==> config.mk <==
export PLATFORM = sky130hd
export DESIGN_NAME = halt_watchdog
export DESIGN_NICKNAME = d
export VERILOG_FILES = /design/src/rtl/halt_watchdog.sv
export SDC_FILE = /design/constraint.sdc
export NUM_CORES = 1
export LEC_CHECK = 0
export BUFFER_PORTS_ARGS = -buffer_cell sky130_fd_sc_hd__buf_2
export CAP_MARGIN = 40
export CORE_UTILIZATION = 25
export DETAILED_ROUTE_END_ITERATION = 8
export GPL_TIMING_DRIVEN = 0
export PLACE_DENSITY_LB_ADDON = 0.2
export SLEW_MARGIN = 5
export SYNTH_ARGS = -nofsm -noshare
export SYNTH_HDL_FRONTEND = slang
export SYNTH_SLANG_ARGS = --single-unit
==> constraint.sdc <==
create_clock -name clk -period 1.69 [get_ports clk]
set_input_delay 0.169 -clock clk [delete_from_list [all_inputs] [get_ports clk]]
set_output_delay 0.169 -clock clk [all_outputs]
set_load 0.005 [all_outputs]
==> src/rtl/halt_watchdog.sv <==
`timescale 1ns/1ps
module halt_watchdog #(
  parameter int CNT_W      = 7,
  parameter int PULSE_LEN  = 4,
  parameter int WAKE_DELAY = 514
) (
  input  logic             clk,
  input  logic             rst_n,
  input  logic             hw_mode,
  input  logic             halt_ok,
  input  logic             usb_susp,
  input  logic             halt_req,
  input  logic             wake_irq,
  input  logic             osc_run,
  input  logic             wr_en,
  input  logic [CNT_W:0]   wr_data,
  output logic [CNT_W:0]   rd_data,
  output logic             wdg_rst,
  output logic             counting
);
  localparam int TOP  = CNT_W - 1;
  localparam int WK_W = $clog2(WAKE_DELAY + 1);
  localparam int PL_W = $clog2(PULSE_LEN + 1);
  localparam logic [CNT_W-1:0] CNT_INIT = {CNT_W{1'b1}};
  localparam logic [CNT_W-1:0] TRIP_AT  = {1'b1, {(CNT_W-1){1'b0}}};
  localparam logic [WK_W-1:0]  WAKE_LD  = WK_W'(WAKE_DELAY);
  localparam logic [PL_W-1:0]  PULSE_LD = PL_W'(PULSE_LEN);

  logic             act_q, halted_q;
  logic [CNT_W-1:0] cnt_q;
  logic [WK_W-1:0]  wake_q;
  logic [PL_W-1:0]  pulse_q;

  logic enabled, pulse_on, waking, step_trip, halt_trip, wr_trip, trip;

  assign enabled   = hw_mode | act_q;
  assign pulse_on  = pulse_q != '0;
  assign waking    = wake_q != '0;
  assign counting  = enabled & osc_run & ~halted_q & ~waking & ~pulse_on;
  assign wr_trip   = wr_en & (enabled | wr_data[CNT_W]) & ~wr_data[TOP];
  assign step_trip = counting & ~wr_en & (cnt_q == TRIP_AT);
  assign halt_trip = halt_req & ~halted_q & enabled & ~halt_ok & ~usb_susp;
  assign trip      = (wr_trip | step_trip | halt_trip) & ~pulse_on;
  assign wdg_rst   = pulse_on;
  assign rd_data   = {enabled, cnt_q};

  always_ff @(posedge clk or negedge rst_n) begin
    if (!rst_n) begin
      act_q <= 1'b0;
    end else if (wr_en && wr_data[CNT_W]) begin
      act_q <= 1'b1;
    end
  end

  always_ff @(posedge clk or negedge rst_n) begin
    if (!rst_n) begin
      cnt_q <= CNT_INIT;
    end else if (wr_en) begin
      cnt_q <= wr_data[CNT_W-1:0];
    end else if (counting) begin
      cnt_q <= cnt_q - 1'b1;
    end
  end

  always_ff @(posedge clk or negedge rst_n) begin
    if (!rst_n) begin
      halted_q <= 1'b0;
      wake_q   <= '0;
    end else if (halted_q) begin
      if (wake_irq) begin
        halted_q <= 1'b0;
        wake_q   <= WAKE_LD;
      end
    end else if (halt_req && !halt_trip) begin
      halted_q <= 1'b1;
      wake_q   <= '0;
    end else if (waking) begin
      wake_q <= wake_q - 1'b1;
    end
  end

  always_ff @(posedge clk or negedge rst_n) begin
    if (!rst_n) begin
      pulse_q <= '0;
    end else if (trip) begin
      pulse_q <= PULSE_LD;
    end else if (pulse_on) begin
      pulse_q <= pulse_q - 1'b1;
    end
  end

  p_sticky_arm_r2: assert property (@(posedge clk) disable iff (!rst_n)
    rd_data[CNT_W] |=> rd_data[CNT_W]);

  p_one_step_r4: assert property (@(posedge clk) disable iff (!rst_n)
    (counting && !wr_en) |=> (cnt_q == $past(cnt_q) - 1'b1));

  p_trip_edge_r4: assert property (@(posedge clk) disable iff (!rst_n)
    (counting && !wr_en && cnt_q == TRIP_AT && !wdg_rst) |=> $rose(wdg_rst));

  p_refresh_r5: assert property (@(posedge clk) disable iff (!rst_n)
    (wr_en && wr_data[TOP]) |=> (cnt_q == $past(wr_data[CNT_W-1:0])));

  p_halt_hold_r8: assert property (@(posedge clk) disable iff (!rst_n)
    (halted_q && !wr_en) |=> $stable(cnt_q));

  p_usb_no_trip_r9: assert property (@(posedge clk) disable iff (!rst_n)
    (halt_req && usb_susp && !wr_en && !wdg_rst && !(counting && cnt_q == TRIP_AT))
      |=> !wdg_rst);

  p_wake_hold_r10: assert property (@(posedge clk) disable iff (!rst_n)
    (waking && !wr_en) |=> $stable(cnt_q));

  p_osc_hold_r11: assert property (@(posedge clk) disable iff (!rst_n)
    (!osc_run && !wr_en) |=> $stable(cnt_q));

  generate
    if (PULSE_LEN > 1) begin : g_pulse_chk
      p_pulse_width_r12: assert property (@(posedge clk) disable iff (!rst_n)
        $rose(wdg_rst) |=> wdg_rst);
    end
  endgenerate
endmodule

# Word level (Yosys, flattened, before mapping)
# Index checks and enable logic that the tools add are counted.
# classes
addsub	3
muxes	11
n_reduce_logical	9
n_eq_ne	2
n_bitwise	24
# ops
op	count
$mux 10	4
$mux 7	2
$and 1x1->1	13
$reduce_bool 10->1	1
$sub 10x1->10 const B	1
$eq 7x7->1 const B	1
$not 1->1	7
$sub 7x1->7 const B	1
$mux 3	2
$reduce_bool 3->1	2
$or 1x1->1	4
$reduce_bool 2->1	2
$mux 1	3
$sub 3x1->3 const B	1
$logic_and 1x1->1	2
$ne 2x2->1 const B	1
$reduce_and 2->1	1
$logic_not 1->1	1
# word_totals
word_cells	54
inputBits	17
reg_bits	22
out_inout_bits	10

# Logic depth before layout (Yosys ltp)
# depth
ltp_word	11
depth_mapped	7
depth_no_buf	6

# Worst setup path after synthesis
# Ideal clock, no wire load.
# synth_path
path_type	register -> register
from	register wake_q[0]
to	register wake_q[6]
path_buffers	0
setup_ps	80
t_required_ps	1610
period_less_slack_ps	1804
t_arrival_ps	1724
path_slack_ps	-114
stages_incl_launch_ff	7
cell_sequence	dfrtp_1 inv_1 ha_1 or3b_1 or4_1 a21oi_1 mux2i_1
# synth_via
elab_chain_len	4
word_cells_on_any_way	7
cone_classes	1 x add/sub; 3 x mux; 3 x reduce/logical
# synth_rtl
item	line_no	text
from (decl)	31	logic [WK_W-1:0] wake_q;
from (signal assigned)	78	wake_q <= wake_q - 1'b1;
$sub 10x1->10	78	
$mux 10	77	end else if (waking) begin
$mux 10	74	end else if (halt_req && !halt_trip) begin
$mux 10	69	end else if (halted_q) begin
# Parallel ways exist; a longest one is shown, timed or not. The select of a mux whose other input is x is not followed.
# A chain may end at the register's enable or synchronous reset.

# Final worst setup path
# layout_path
from	register wake_q[0]
to	register wake_q[5]
# Same word-level chain as after synthesis.

==> flow_metrics.env <==
export IMPL_core_area_sq_mm=0.00564
export IMPL_grt_pass1_vias=1287
export IMPL_fin_area_sq_mm=0.00214
export IMPL_clk_pin_slew_worst_paths_ns=0.08
export IMPL_worstPathArrival_ns=2.08
export IMPL_setup_ws_ns=-0.197
export IMPL_drtAntennaViolNets=0
export IMPL_syn_to_final_growth_pct=43.1
export IMPL_final_hold_viol_count=0
export IMPL_rsz0062_at_grt="true"
export IMPL_multiInputGateArea_sq_mm=0.00101
export IMPL_rrSetupSlack_ns=-0.20
export IMPL_dpl_hpwl_um=2640
export IMPL_cts_inserted_buffers=3
export IMPL_cts_buffer_depth=2
export IMPL_ioPinCount=27
export IMPL_max_freq_mhz=530
export IMPL_h_tree_depth=1
export IMPL_synth_warnings=0
export IMPL_intPower_mw=1.76
export IMPL_switching_power_mw=1.14
export IMPL_placed_cells=253
export IMPL_cts_sinks=22
export IMPL_grt_pass1_wl_um=6320
export IMPL_combPwrFrac_pct=54.7
export IMPL_synth_area_leaders="dfrtp_1, dfstp_2, ha_1, or4_1, nor2_1"
export IMPL_drv_cap=0
export IMPL_crit_type="reg -> reg"
export IMPL_via_per_inst=5.03
export IMPL_antenna_found_initial=0
export IMPL_r2r_end="wake_q[5]"
export IMPL_cp_start_kind="register"
export IMPL_diodes=0
export IMPL_clock_power_share_pct=11.9
export IMPL_regArea_sq_um=566
export IMPL_ys_seq_area_share_pct=37.4
export IMPL_overflow=0
export IMPL_final_instance_count_excl_fill=280
export IMPL_violations="negative setup slack"
export IMPL_layout_worst_path_cycle_share_pct=112
export IMPL_r2r_start="wake_q[0]"
export IMPL_wl_um=4080
export IMPL_max_vdd_ir_drop_mv=0.619
export IMPL_synth_top_area_cell="dfrtp_1"
export IMPL_synthDistinctLibCells=49
export IMPL_yosys_area_share_simple_pct=29.6
export IMPL_synth_compound_area_share_pct=19.0
export IMPL_synth_ff_type="dfrtp_1"
export IMPL_fin_worst_skew_ns=0.00319
export IMPL_fin_setup_tns_ns=-1.71
export IMPL_setup_worst_path_end="wake_q[5]"
export IMPL_io_buffers=25
export IMPL_grt_max_degree=23
export IMPL_status="finished, violations left"
export IMPL_synthCells=155
export IMPL_die_x_um=79.4
export IMPL_synth_edf_count=0
export IMPL_layout_commonest_cell="buf_2"
export IMPL_worstHoldStart="wr_data[3]"
export IMPL_final_max_slew_viol_count=0
export IMPL_syn_nets=178
export IMPL_die_area_sq_mm=0.00630
export IMPL_whs_ns=0.119
export IMPL_slew_headroom_pct=63.7
export IMPL_grtUsageTotal_pct=13.0
export IMPL_total_power_mw=2.91
export IMPL_synth_adder_area_share_pct=5.02
export IMPL_clk_latency_ns=0.26
export IMPL_crit_path_end_kind="register"
export IMPL_cts_root_buf="clkbuf_8"
export IMPL_die_h_um=79.4
export IMPL_fillCellCount=569
export IMPL_wl_per_cell_um=14.6
export IMPL_row_count=27
export IMPL_hold_path_class="in -> reg"
export IMPL_worstPathMaxFanout=3
export IMPL_layout_drive_gt1_share_pct=48.6
export IMPL_critPathRequiredTime_ns=1.88
export IMPL_powerDensity_mw_per_mm2=1360
export IMPL_final_cell_mix="buf_2, buf_4, dfrtp_1"
export IMPL_post_place_ws_ns=-0.210
export IMPL_drt_initial_drc_count=56
export IMPL_dr_pass1_iters=4
export IMPL_vias=1407
export IMPL_period_needed_ns=1.89
export IMPL_seq_power_share_pct=33.4
export IMPL_fin_nets=232
export IMPL_worstSetupStartpoint="wake_q[0]"
export IMPL_place_area_sq_mm=0.00172
export IMPL_ys_ff_latch=22
export IMPL_route_detailed_drc=0
export IMPL_post_synth_top_area_fraction_pct=25.1
export IMPL_avgSynthCellArea_sq_um=9.65
export IMPL_cts_tree="built"
export IMPL_synth_mux_area_share_pct=3.68
export IMPL_synth_top_family_by_area="simple AND/OR/NAND/NOR gates"
export IMPL_synthesis_area_sq_mm=0.00150
export IMPL_gp_congestion=0.684
export IMPL_start_util_pct=26.5
export IMPL_worstMarginPinSlew_ns=0.544
export IMPL_reg2regPathDepth=4
export IMPL_p_leak_nw=0.890
export IMPL_final_core_util_pct=38.0
export IMPL_switching_share_pct=39.4
export IMPL_setup_violations=15
export IMPL_synth_xor_area_share_pct=0
export IMPL_async_flop_share_pct=100
[power groups by stage]
stage | Combinational (mW) | Clock [mW] | Sequential (mW)
6_report | 1.59 | 0.347 | 0.970
5_1_grt | 1.74 | 0.384 | 0.995
4_1_cts | 1.24 | 0.361 | 0.948
3_5_place_dp | 1.03 | 0 | 0.945
3_3_place_gp | 1.03 | 0 | 0.947
2_1_floorplan | 0.827 | 0 | 0.892
[cells by family after synthesis]
| logic type | Yosys count |
|---|---|
| mux | 5 |
| fa+ha+maj | 6 |
| flops | 22 |
| compound gates | 35 |
| buf+inv | 18 |
| simple gates | 69 |
[area by class of cell]
type	instances	share of cell area (%)
buffer	7	2.63
clock buffer	4	2.10
inverter	11	1.93
multi-input combinational	115	47.1
sequential	22	26.4
tap	72	4.21
timing repair buffer	49	15.6
[worst min-delay path by stage]
stage | endpoint | cells after the start
finish | cnt_q[3] | 3
global route | cnt_q[4] | 3
CTS | cnt_q[3] | 3
detailed placement | pulse_q[1] | 1
global placement | pulse_q[1] | 1
floorplan | act_q | 0
[synth_stat cells, types with 2 or more instances]
master and instances:
dfrtp_1 15, nor2_1 12, inv_1 11, nand2_1 10
or4_1 10, dfstp_2 7, ha_1 6, nor2b_1 6
o31ai_1 6, nand3_1 5, nor3_1 5, a21oi_1 4
a31oi_1 4, clkbuf_1 4, mux2i_1 4, nor4_1 4
nand3b_1 3, o211ai_1 3, a22o_1 2, and3b_1 2
nand4_1 2, nor4_4 2, or3_1 2
[critical path, cell delays in order (launching register included)]
cell and delay [ns]:
dfrtp_1 0.41, buf_4 0.15, or4_1 0.65, a2111oi_4 0.39, mux2i_1 0.22
[routing by layer]
layer | share of wire (%) | global-route usage [%] | wire (um)
met1 | 49 | 18.3 | 1980
met2 | 48 | 20.3 | 1960
met3 | 2.8 | 2.76 | 113
met4 | 0.61 | 2.73 | 25
met5 | 0 | 0 | 0
[registers in the layout (all words and copies together), names as in the netlist]
register / count
cnt_q: 7
wake_q: 10
pulse_q: 3
act_q: 1
halted_q: 1
[timing repair]
action	4_1_cts	5_1_grt
pin swaps	13	17
resized for setup	24	24
setup buffers	7	14
hold buffers	1	0
endpoints found under the setup margin	19	21
endpoints found under the hold margin	15	0
cloned	0	1
(Power assumes the default switching activity.)
